**config.mk**
```make
export PLATFORM = sky130hd
export DESIGN_NAME = timer_irq_hub
export DESIGN_NICKNAME = d
export VERILOG_FILES = /design/src/rtl/tirq_pkg.sv /design/src/rtl/tirq_flag_bank.sv /design/src/rtl/tirq_ctrl_reg.sv /design/src/rtl/tirq_prio_vec.sv /design/src/rtl/timer_irq_hub.sv
export SDC_FILE = /design/constraint.sdc
export NUM_CORES = 1
export LEC_CHECK = 0
export BUFFER_PORTS_ARGS = -buffer_cell sky130_fd_sc_hd__clkbuf_2
export CORE_AREA = 2 2 47 49
export DETAILED_ROUTE_END_ITERATION = 16
export DIE_AREA = 0 0 49 51
export PLACE_DENSITY = 0.82
export SLEW_MARGIN = 20
export SYNTH_ARGS = -nofsm -noshare
export SYNTH_HDL_FRONTEND = slang
export SYNTH_SLANG_ARGS = --single-unit
export TNS_END_PERCENT = 10
```
**constraint.sdc**
```tcl
create_clock -name clk -period 2.3 [get_ports clk]
set_input_delay 0.46 -clock clk [delete_from_list [all_inputs] [get_ports clk]]
set_output_delay 0.46 -clock clk [all_outputs]
set_load 0.005 [all_outputs]
```
**src/rtl/tirq_pkg.sv**
```systemverilog
package tirq_pkg;
  // flag slots inside the flag vector, index 0 is the top status bit
  localparam int NFLAG   = 5;
  localparam int CAP_LO  = 0;
  localparam int N_CAP   = 2;
  localparam int CMP_LO  = CAP_LO + N_CAP;
  localparam int N_CMP   = 2;
  localparam int OVF_IDX = CMP_LO + N_CMP;
  localparam int NGROUP  = 3;

  typedef enum logic [1:0] {
    GRP_CAP = 2'd0,
    GRP_CMP = 2'd1,
    GRP_OVF = 2'd2
  } grp_e;
endpackage

```
**src/rtl/tirq_flag_bank.sv**
```systemverilog
module tirq_flag_bank #(
  parameter int NF = 5
) (
  input  logic          clk,
  input  logic          rst_n,
  input  logic [NF-1:0] set_i,
  input  logic          stat_rd_i,
  input  logic [NF-1:0] acc_i,
  output logic [NF-1:0] flag_o
);
  for (genvar g = 0; g < NF; g++) begin : g_flag
    logic f_q, f_d, a_q, a_d, ce;

    always_comb begin
      f_d = f_q;
      a_d = a_q;
      // a status read arms the clear only for a flag that is set now
      if (stat_rd_i) a_d = f_q;
      if (acc_i[g] && a_q) begin
        f_d = 1'b0;
        a_d = 1'b0;
      end
      // a fresh event always wins over a clear
      if (set_i[g]) f_d = 1'b1;
    end

    assign ce = stat_rd_i | acc_i[g] | set_i[g];

    always_ff @(posedge clk or negedge rst_n) begin
      if (!rst_n) begin
        f_q <= 1'b0;
        a_q <= 1'b0;
      end else if (ce) begin
        f_q <= f_d;
        a_q <= a_d;
      end
    end

    assign flag_o[g] = f_q;
  end
endmodule

```
**src/rtl/tirq_ctrl_reg.sv**
```systemverilog
module tirq_ctrl_reg #(
  parameter int DATA_W = 8,
  parameter int NG     = 3
) (
  input  logic              clk,
  input  logic              rst_n,
  input  logic              wr_i,
  input  logic [DATA_W-1:0] wdata_i,
  output logic [NG-1:0]     en_o
);
  logic [NG-1:0] en_q, en_d;
  logic          unused_low;

  always_comb begin
    en_d = en_q;
    for (int k = 0; k < NG; k++) en_d[k] = wdata_i[DATA_W-1-k];
  end

  assign unused_low = ^wdata_i[DATA_W-NG-1:0];

  always_ff @(posedge clk or negedge rst_n) begin
    if (!rst_n)    en_q <= '0;
    else if (wr_i) en_q <= en_d;
  end

  assign en_o = en_q;
endmodule

```
**src/rtl/tirq_prio_vec.sv**
```systemverilog
module tirq_prio_vec
  import tirq_pkg::*;
#(
  parameter int             VEC_W   = 16,
  parameter logic [VEC_W-1:0] VEC_CAP = 16'h3FF8,
  parameter logic [VEC_W-1:0] VEC_CMP = 16'h3FF6,
  parameter logic [VEC_W-1:0] VEC_OVF = 16'h3FF4
) (
  input  logic [NFLAG-1:0]  flag_i,
  input  logic [NGROUP-1:0] en_i,
  output logic [NGROUP-1:0] req_o,
  output logic              vec_valid_o,
  output logic [VEC_W-1:0]  vec_o
);
  logic [NGROUP-1:0] pend;

  assign pend[GRP_CAP] = |flag_i[CAP_LO +: N_CAP];
  assign pend[GRP_CMP] = |flag_i[CMP_LO +: N_CMP];
  assign pend[GRP_OVF] = flag_i[OVF_IDX];
  assign req_o         = pend & en_i;

  always_comb begin
    vec_valid_o = |req_o;
    vec_o       = '0;
    if (req_o[GRP_CAP])      vec_o = VEC_CAP;
    else if (req_o[GRP_CMP]) vec_o = VEC_CMP;
    else if (req_o[GRP_OVF]) vec_o = VEC_OVF;
  end
endmodule

```
**src/rtl/timer_irq_hub.sv**
```systemverilog
module timer_irq_hub
  import tirq_pkg::*;
#(
  parameter int                ADDR_W    = 8,
  parameter int                DATA_W    = 8,
  parameter int                VEC_W     = 16,
  parameter logic [ADDR_W-1:0] CTRL_ADDR = 8'h12,
  parameter logic [ADDR_W-1:0] STAT_ADDR = 8'h13,
  parameter logic [ADDR_W-1:0] DATA_BASE = 8'h14,
  parameter logic [VEC_W-1:0]  VEC_CAP   = 16'h3FF8,
  parameter logic [VEC_W-1:0]  VEC_CMP   = 16'h3FF6,
  parameter logic [VEC_W-1:0]  VEC_OVF   = 16'h3FF4
) (
  input  logic              clk,
  input  logic              rst_n,
  input  logic [N_CAP-1:0]  cap_evt,
  input  logic [N_CMP-1:0]  cmp_evt,
  input  logic              ovf_evt,
  input  logic              bus_sel,
  input  logic              bus_wr,
  input  logic [ADDR_W-1:0] bus_addr,
  input  logic [DATA_W-1:0] bus_wdata,
  output logic [DATA_W-1:0] bus_rdata,
  output logic              irq_cap,
  output logic              irq_cmp,
  output logic              irq_ovf,
  output logic              vec_valid,
  output logic [VEC_W-1:0]  vec_addr
);
  logic [NFLAG-1:0]  set_v, acc_v, flag_q;
  logic [NGROUP-1:0] en_q, req;
  logic              hit_stat, hit_ctrl, stat_rd, ctrl_wr, rd_en;

  assign set_v = {ovf_evt, cmp_evt[1], cmp_evt[0], cap_evt[1], cap_evt[0]};

  assign hit_stat = bus_sel && (bus_addr == STAT_ADDR);
  assign hit_ctrl = bus_sel && (bus_addr == CTRL_ADDR);
  assign stat_rd  = hit_stat && !bus_wr;
  assign ctrl_wr  = hit_ctrl && bus_wr;
  assign rd_en    = bus_sel && !bus_wr;

  for (genvar g = 0; g < NFLAG; g++) begin : g_dec
    assign acc_v[g] = bus_sel && (bus_addr == ADDR_W'(DATA_BASE + g));
  end

  tirq_flag_bank #(.NF(NFLAG)) u_flags (
    .clk       (clk),
    .rst_n     (rst_n),
    .set_i     (set_v),
    .stat_rd_i (stat_rd),
    .acc_i     (acc_v),
    .flag_o    (flag_q)
  );

  tirq_ctrl_reg #(.DATA_W(DATA_W), .NG(NGROUP)) u_ctrl (
    .clk     (clk),
    .rst_n   (rst_n),
    .wr_i    (ctrl_wr),
    .wdata_i (bus_wdata),
    .en_o    (en_q)
  );

  tirq_prio_vec #(
    .VEC_W(VEC_W), .VEC_CAP(VEC_CAP), .VEC_CMP(VEC_CMP), .VEC_OVF(VEC_OVF)
  ) u_prio (
    .flag_i      (flag_q),
    .en_i        (en_q),
    .req_o       (req),
    .vec_valid_o (vec_valid),
    .vec_o       (vec_addr)
  );

  assign irq_cap = req[GRP_CAP];
  assign irq_cmp = req[GRP_CMP];
  assign irq_ovf = req[GRP_OVF];

  always_comb begin
    bus_rdata = '0;
    if (rd_en && hit_stat) begin
      for (int k = 0; k < NFLAG; k++) bus_rdata[DATA_W-1-k] = flag_q[k];
    end else if (rd_en && hit_ctrl) begin
      for (int k = 0; k < NGROUP; k++) bus_rdata[DATA_W-1-k] = en_q[k];
    end
  end
endmodule

```
==> results of run 1 <==
[worst max path at each step]
| stage | start | to | slack (ns) | depth (start not counted) |
|---|---|---|---|---|
| floorplan | bus_addr[3] | bus_rdata[5] | 0.36 | 3 |
| global placement | bus_addr[3] | bus_rdata[6] | 0.11 | 5 |
| detailed placement | bus_addr[3] | bus_rdata[6] | 0.11 | 5 |
| CTS | bus_addr[3] | bus_rdata[6] | 0.1 | 5 |
| global route | bus_addr[3] | bus_rdata[6] | 0.05 | 5 |
| finish | bus_addr[3] | bus_rdata[6] | 0.09 | 5 |
[cells in the final DEF (no fill, tap or decap), drive strengths merged]
master,synthesis,routed
clkbuf,2,45
dfrtp,13,13
conb,1,6
nor2,5,5
inv,5,5
a31oi,4,4
a211oi,4,4
o21bai,4,4
mux2i,3,3
mux2,3,3
or3,3,3
o21a,2,2
nor2b,2,2
nor4bb,2,2
nand4b,2,2
and4,2,2
and4b,2,2
buf,16,2
nor4b,2,2
and2,1,1
nand4,1,1
nand4bb,1,1
or4b,1,1
nand2b,1,1
nor4,1,1
o31ai,1,1
a21boi,1,1
a21o,1,1
nor3,1,1
and4bb,1,1
[state kept, by name (all words and copies together) (netlist names)]
| name | count |
|---|---|
| u_ctrl.en_o | 3 |
| u_flags.g_flag.a_q | 5 |
| u_flags.g_flag.f_q | 5 |
[metal layers]
| metal | wire (um) | vias to the layer above |
|---|---|---|
| met2 | 1050 | 25 |
| met3 | 111 | 4 |
| met4 | 40 | 0 |
| li1 | - | 375 |
| met5 | 0 | - |
| met1 | 832 | 366 |
[critical path: cells and delay by family]
| kind | cells | cell delay, ns |
|---|---|---|
| simple gates | 3 | 1.05 |
| buf+inv | 2 | 0.24 |
[kinds of logic (layout without fill, tap and decap cells)]
kind of cell,Yosys count,count (layout),synth area share [%]
compound gates,17,17,13.8
buf+inv,23,52,16.5
flops,13,13,36.6
other cells,1,6,0.422
simple gates,28,28,25.5
mux,6,6,7.18
[through the flow]
| stage | util (%) | hold WS, ns | instance area, um2 |
|---|---|---|---|
| CTS | 51.4 | 0.0702 | 1060 |
| global route | 51.4 | 0.0816 | 1060 |
| floorplan | - | 0.164 | 907 |
| global placement | 50.2 | 0.361 | 1030 |
| detailed placement | 50.2 | 0.377 | 1030 |
| finish | 51.4 | 0.0624 | 1060 |
[where the power goes]
group | total (mW) | internal, mW | switching [mW]
logic | 0.0818 | 0.0399 | 0.0420
registers | 0.237 | 0.234 | 0.00301
clock network | 0.148 | 0.0675 | 0.0809
[final cells by class]
cell class / count / area [um2] / share of cell area [%]
multi-input combinational: 57 / 435 / 41.0
sequential: 13 / 325 / 30.7
timing repair buffer: 43 / 220 / 20.8
tap: 28 / 35.0 / 3.30
clock buffer: 4 / 26.3 / 2.48
inverter: 5 / 18.8 / 1.77
==> flow_summary.json, run 1 <==
{
  "nNetsFinal": 148,
  "grtUsageMet2_pct": 30.8,
  "cts_buffer_depth": 2,
  "first_pass_iters": 2,
  "ctsHoldBuffers": 0,
  "clockRootBuffer": "clkbuf_4",
  "n_antenna_cell": 0,
  "grt_max_degree": 14,
  "yosysMostFrequentCell": "buf_4",
  "power.density_nw_per_um2": 440,
  "die_area_um2": 2500,
  "synth_cells": 88,
  "total_power_mw": 0.467,
  "worstPathRequired_ns": 1.84,
  "coreArea_um2": 2060,
  "setup_violations": 0,
  "drive_above_1_share_pct": 44.3,
  "peakVddDrop_mv": 0.300,
  "clock-sinks": 13,
  "tns_ns": 0,
  "cts_resized": 0,
  "routed_wl_mm": 2.03,
  "wl_per_cell_um": 13.5,
  "ys_ff_latch": 13,
  "path_max_fanout": 4,
  "rsz0062_at_grt": "false",
  "reg2reg_depth": 3,
  "grt_pass1_vias": 744,
  "rows": 17,
  "layoutNonFillerInstCount": 150,
  "syn2layout_area_growth_pct": 19.4,
  "viasPerCell": 5.13,
  "worstReg2RegEnd": "u_flags.g_flag[4].f_q",
  "yosys_warnings": 0,
  "r2r_slack_ns": 1.14,
  "hold_violations": 0,
  "syn-cell-area_um2": 888,
  "post-route-drc-count": 0,
  "ios": 53,
  "initial_utilization_pct": 43.1,
  "hp-class": "input port to asynchronous set/reset pin",
  "synth.largest_area_cell": "dfrtp_1",
  "numCtsBuffers": 3,
  "worstSetupStartpointType": "input port",
  "crit_type": "input port to primary output",
  "fmax_mhz": 453,
  "skew_ns": 0.00148,
  "p_leak_nw": 0.588,
  "place_ws_ns": 0.107,
  "yosysSeqAreaShare_pct": 36.6,
  "drv_slew": 0,
  "grtUsageMet1_pct": 19.7,
  "post-dp-hpwl_mm": 1.64,
  "port_buffers": 41,
  "gr-total-overflow": 0,
  "setup_slack_ns": 0.0905,
  "dominantRegCellSynth": "dfrtp_1",
  "routed-via-count": 770,
  "grt_use_met3_pct": 2.34,
  "dp_cells": 146,
  "slowest_stage": "or4b_4",
  "synth_edf_count": 0,
  "antenna_found_initial": 0,
  "clock_latency_ns": 0.28,
  "status": "finished clean",
  "arrival_ns": 1.75,
  "cp-end-kind": "primary output",
  "r2r_start": "u_flags.g_flag[4].a_q",
  "antenna_left": 0,
  "grt_pass1_wl_mm": 3.28,
  "cts_tree": "done",
  "n_fill_cell": 221,
  "gp_congestion": 0.765,
  "cap_violations": 0,
  "grtUsageTotal_pct": 17.2,
  "die_y_um": 51,
  "slowest_delay_ns": 0.58,
  "yosys-top-cells-count": "16 x buf_4, 13 x dfrtp_1, 5 x inv_1, 5 x nor2_1",
  "die_x_um": 49,
  "grt-busiest-layer": "met2",
  "fin_crit_sh_pct": 96.1,
  "synth_area_leaders": "dfrtp_1 37%, buf_4 14%, mux2_2 3.8%",
  "path_cells": "clkbuf_2 -> or4b_4 -> or3_4 -> nor2_1 -> clkbuf_2",
  "cts_setup_buffers": 0,
  "synth-async-reset-ratio_pct": 100,
  "drt-initial-drc-count": 10,
  "clk_pin_slew_ns": 0.08,
  "synth_top_area_share_pct": 36.6,
  "cts_htree_levels": 1,
  "crit_path_frequent_cell": "clkbuf_2",
  "fin_crit_ns": 2.21,
  "syn_avg_cell_area_um2": 10.1,
  "yosys.cell_types.count": 32
}
Power figures use the tool's default switching activity.
==> run 2: changes to the inputs <==
Settings changed: CORE_AREA 2 2 47 49 to 2 2 51 53, DIE_AREA 0 0 49 51 to 0 0 53 55, PLACE_DENSITY 0.82 to 0.74, SETUP_SLACK_MARGIN set to 0.2.
==> run 2 against run 1 <==
  * Routed wire length shrank 0.59%
  * First-iteration DRC count grew 70%
  * Combinational power grew 6.5%
  * Critical path depth is the same
  * Non-clock buffer count grew 2
  * Total power shrank 0.10%
  * Maximum frequency grew 0.14%
  * Core utilization shrank 4.6 points
  * Sequential share of layout area shrank 1.3 points
  * Clock power shrank 3%
  * Clock-buffer cell count is the same
  * Critical path type unchanged
  * Largest cell class unchanged
==> flow_summary.json, run 2 (synthesis gave the netlist of run 1 again) <==
{
  "setup_violations": 0,
  "routed_wl_mm": 2.02,
  "grt_pass1_vias": 644,
  "grt_pass1_wl_mm": 3.08,
  "final_cell_area_um2": 1110,
  "seq_area_um2": 325,
  "clk_pin_slew_ns": 0.08,
  "grtUsageTotal_pct": 14.8,
  "drt-initial-drc-count": 17,
  "die_area_um2": 2920,
  "nNetsFinal": 150,
  "first_pass_iters": 4,
  "port_buffers": 41,
  "grt_max_degree": 14,
  "fin_crit_ns": 2.21,
  "cts_buffer_depth": 2,
  "ctsHoldBuffers": 0,
  "r2r_slack_ns": 1.16,
  "post-route-drc-count": 0,
  "cap_violations": 0,
  "mostFrequentLayoutCells": "39 x clkbuf_2, 13 x dfrtp_1, 6 x conb_1, 5 x inv_1",
  "wl_per_cell_um": 13.1,
  "drv_slew": 0,
  "final_common_cell": "clkbuf_2",
  "n_fill_cell": 238,
  "path_max_fanout": 3,
  "drive_above_1_share_pct": 47.6,
  "skew_ns": 0.00556,
  "place_ws_ns": 0.0829,
  "crit_type": "input port to primary output",
  "n_antenna_cell": 0,
  "fin_crit_sh_pct": 95.9,
  "cp-end-kind": "primary output",
  "antenna_left": 0,
  "clock_latency_ns": 0.28,
  "cp-startpoint": "bus_addr[3]",
  "hold_violations": 0,
  "peakVddDrop_mv": 0.345,
  "arrival_ns": 1.75,
  "clockRootBuffer": "clkbuf_4",
  "worstSetupStartpointType": "input port",
  "die_x_um": 53,
  "tns_ns": 0,
  "syn2layout_area_growth_pct": 24.6,
  "setup_slack_ns": 0.0935,
  "ios": 53,
  "initial_utilization_pct": 37.6,
  "worstReg2RegEnd": "u_flags.g_flag[4].f_q",
  "fin_util_pct": 46.8,
  "reg2reg_depth": 3,
  "total_power_mw": 0.467,
  "die_y_um": 55,
  "antenna_found_initial": 0,
  "status": "finished clean",
  "fmax_mhz": 453,
  "cts_htree_levels": 1,
  "multi_input_area_um2": 448,
  "viasPerCell": 5.03,
  "cts_tree": "done",
  "post-dp-hpwl_mm": 1.59,
  "gr-total-overflow": 0,
  "numCtsBuffers": 3,
  "power.density_nw_per_um2": 421,
  "gp_congestion": 0.784,
  "rsz0062_at_grt": "true",
  "clock-sinks": 13,
  "worstPathRequired_ns": 1.84,
  "rows": 18,
  "r2r_start": "u_flags.g_flag[4].a_q",
  "p_leak_nw": 0.603,
  "post_dp_cell_area_um2": 1040,
  "coreArea_um2": 2360,
  "hp-class": "input port to asynchronous set/reset pin",
  "routed-via-count": 774
}
run 2: stage by stage:
stage	hold slack, ns	std cells
global placement	0.364	148
floorplan	0.164	93
CTS	0.0718	153
global route	0.0662	154
finish	0.0668	154
detailed placement	0.374	148
run 2: how the worst max path moves through the flow:
stage / to / slack [ns] / cells after the start
final: bus_rdata[5] / 0.09 / 5
after global routing: bus_rdata[5] / 0.07 / 5
after CTS: bus_rdata[5] / 0.12 / 5
after detailed placement: bus_rdata[6] / 0.08 / 5
after global placement: bus_rdata[5] / 0.11 / 5
after floorplan: bus_rdata[5] / 0.36 / 3
run 2: report_power, final:
part	internal, mW	total (mW)	leakage [nW]	switching, mW
registers	0.234	0.237	0.154	0.00295
logic	0.0443	0.0871	0.434	0.0429
clock network	0.0673	0.143	0.0150	0.0753
total	0.345	0.467	0.603	0.121
run 2: worst max-delay path: stages:
cell and delay, ns:
buf_8 0.09, or4b_4 0.54, or3_4 0.44, nor2_2 0.10
clkbuf_2 0.11
run 2: what timing repair did:
action | in CTS | in global routing
endpoints found under the setup margin | 3 | 14
pin swaps | 1 | 5
gates resized for setup | 1 | 10
buffers inserted | 1 | 1
run 2: final cells by class:
| class | count | area share (%) |
|---|---|---|
| Multi-Input combinational cell | 57 | 40.5 |
| Sequential cell | 13 | 29.4 |
| Timing Repair Buffer | 45 | 22.7 |
| Tap cell | 30 | 3.39 |
| Clock buffer | 4 | 2.37 |
| Inverter | 5 | 1.69 |
run 2: routing by layer:
layer  global-route usage (%)  routed length, um
met1                     18.9                883
met2                     24.2                994
met3                     4.30                116
met4                     5.13                 25
met5                        0                  0
==> run 3: changes to the inputs <==
Settings changed: CORE_AREA 2 2 51 53 to 2 2 53 55, DIE_AREA 0 0 53 55 to 0 0 55 57, PLACE_DENSITY 0.74 to 0.72, SYNTH_HIERARCHICAL set to 1.
==> run 3 against run 2 <==
  * Largest power group unchanged
  * First-iteration DRC count is 24% higher
  * Largest cell class unchanged
  * Sequential power hardly changed
  * Highest routed layer unchanged
  * Non-clock buffer count is 1 higher
  * Clock skew is 0.0055 ns lower
  * Clock-buffer cell count stayed put
==> flow_summary.json, run 3 <==
{
  "post-route-drc-count": 0,
  "gp_congestion": 0.836,
  "drive_above_1_share_pct": 46.6,
  "port_buffers": 41,
  "synth_area_leaders": "dfrtp_1 34%, buf_4 17%, nand3b_1 6.3%",
  "grt_max_degree": 14,
  "synth-async-reset-ratio_pct": 100,
  "clock-sinks": 13,
  "cts_htree_levels": 1,
  "syn-cell-area_um2": 946,
  "fin_crit_ns": 2.16,
  "cp-end-kind": "primary output",
  "viasPerCell": 5.27,
  "p_switching_mw": 0.130,
  "slowest_stage": "or4b_4",
  "yosys_warnings": 6,
  "synth_cells": 101,
  "p_leak_nw": 0.527,
  "ctsHoldBuffers": 0,
  "crit_type": "input port to primary output",
  "wl_per_cell_um": 13.8,
  "post_dp_cell_area_um2": 1050,
  "path_delay_family": "simple AND/OR/NAND/NOR gates",
  "fmax_mhz": 463,
  "total_power_mw": 0.471,
  "n_antenna_cell": 0,
  "n_fill_cell": 258,
  "clock_latency_ns": 0.28,
  "dominantRegCellSynth": "dfrtp_1",
  "worst-path-buf-inv": 2,
  "synth_edf_count": 0,
  "holdWs_ns": 0.0556,
  "grtUsageTotal_pct": 16.6,
  "cap_violations": 0,
  "antenna_left": 0,
  "hp-class": "input port to asynchronous set/reset pin",
  "p_comb_share_pct": 18.4,
  "yosysSeqAreaShare_pct": 34.4,
  "clkPwrFrac_pct": 31.1,
  "hold_violations": 0,
  "arrival_ns": 1.70,
  "internal-power_mw": 0.340,
  "swShare_pct": 27.7,
  "yosysMostFrequentCell": "buf_4",
  "grt_pass1_vias": 850,
  "grt_pass1_wl_mm": 3.64,
  "cts_buffer_depth": 2,
  "ios": 53,
  "die_x_um": 55,
  "fin_crit_sh_pct": 94.0,
  "yosys.cell_types.count": 23,
  "p_seq_share_pct": 50.5,
  "yosys-top-cells-count": "21 x buf_4, 13 x dfrtp_1, 10 x nand2_1",
  "routed_wl_mm": 2.23,
  "synth.largest_area_cell": "dfrtp_1",
  "path_cells": "clkbuf_2 -> or4b_4 -> a2111oi_4 -> clkbuf_2",
  "synth_top_area_share_pct": 34.4,
  "antenna_found_initial": 0,
  "drv_slew": 0,
  "power.density_nw_per_um2": 422,
  "die_area_um2": 3140,
  "layoutNonFillerInstCount": 162,
  "rsz0062_at_grt": "true",
  "setup_violations": 0,
  "numCtsBuffers": 3,
  "fin_util_pct": 42.7,
  "drt-initial-drc-count": 21,
  "status": "finished clean",
  "routed-via-count": 854,
  "coreArea_um2": 2620,
  "crit_path_frequent_cell": "clkbuf_2",
  "path_max_fanout": 9,
  "worstPathRequired_ns": 1.84,
  "post-dp-hpwl_mm": 1.67,
  "tns_ns": 0,
  "setup_slack_ns": 0.139,
  "gr-total-overflow": 0,
  "syn_avg_cell_area_um2": 9.37,
  "final_cell_area_um2": 1120,
  "nNetsFinal": 157,
  "initial_utilization_pct": 36.2,
  "worstSetupStartpointType": "input port",
  "slowest_delay_ns": 0.63,
  "rows": 19,
  "skew_ns": 0.0000753,
  "syn2layout_area_growth_pct": 18.0,
  "clockRootBuffer": "clkbuf_4",
  "final_common_cell": "clkbuf_2",
  "dp_cells": 157,
  "peakVddDrop_mv": 0.269,
  "first_pass_iters": 4,
  "clk_pin_slew_ns": 0.08,
  "place_ws_ns": -0.0350,
  "ys_ff_latch": 13,
  "cts_tree": "done",
  "die_y_um": 57,
  "mostFrequentLayoutCells": "41 x clkbuf_2, 13 x dfrtp_1, 10 x nand2_1, 8 x nand3b_1"
}
-- run 3: cell types whose count changed after synthesis, sizes merged, moves of 6 or more --
cell    before  now
nand3b       0    8
buf         16   23
nor4         1    7
nand2        0   10
a21oi        0    6
-- run 3: metal layers --
layer	track usage (%)	vias to the layer above	part of all wire (%)
li1	-	390	-
met1	17.7	406	36
met2	26.2	44	51
met3	4.45	14	7.3
met4	13.6	0	5.0
met5	0	-	0
-- run 3: final cells by class --
type / instances / area, um2 / share of cell area (%)
Tap cell: 31 / 38.8 / 3.48
Sequential cell: 13 / 325 / 29.1
Timing Repair Buffer: 46 / 243 / 21.7
Inverter: 3 / 11.3 / 1.01
Clock buffer: 4 / 26.3 / 2.35
Multi-Input combinational cell: 65 / 472 / 42.3
-- run 3: timing repair --
item,CTS,global route
setup buffers,0,1
pin swaps,0,1
gates resized for setup,6,0
setup endpoints to repair,3,15
-- run 3: path summary, 6_finish.rpt --
kind / slack, ns / from / cells after the start / end
worst max-delay path: 0.14 / bus_addr[5] / 4 / bus_rdata[5]
worst min-delay path: 0.06 / rst_n / 1 / u_flags/g_flag[1].f_q
worst max register to register: 1.51 / u_ctrl/en_o[0] / 1 / u_ctrl/en_o[0]
worst min register to register: 0.47 / u_flags/g_flag[4].a_q / 1 / u_flags/g_flag[4].a_q
max in group asynchronous: 2.00 / rst_n / 1 / u_flags/g_flag[0].f_q
min in group clk: 0.35 / ovf_evt / 2 / u_flags/g_flag[4].f_q
-- run 3: kinds of logic (layout without fill, tap and decap cells) --
group	Yosys count	after routing	share of synthesized area [%]
and+or+nand+nor	35	35	22.6
DFF	13	13	34.4
buffers and inverters	27	53	20.6
AOI/OAI and AO/OA	16	16	12.7
muxes	8	8	8.86
other	2	6	0.794
-- run 3: power groups by stage --
| stage | combinational, mW | sequential [mW] | clock (mW) |
|---|---|---|---|
| final | 0.0866 | 0.238 | 0.146 |
| after global routing | 0.100 | 0.239 | 0.160 |
| after CTS | 0.0837 | 0.238 | 0.152 |
| after detailed placement | 0.0799 | 0.243 | 0 |
| after global placement | 0.0764 | 0.242 | 0 |
| after floorplan | 0.0595 | 0.242 | 0 |
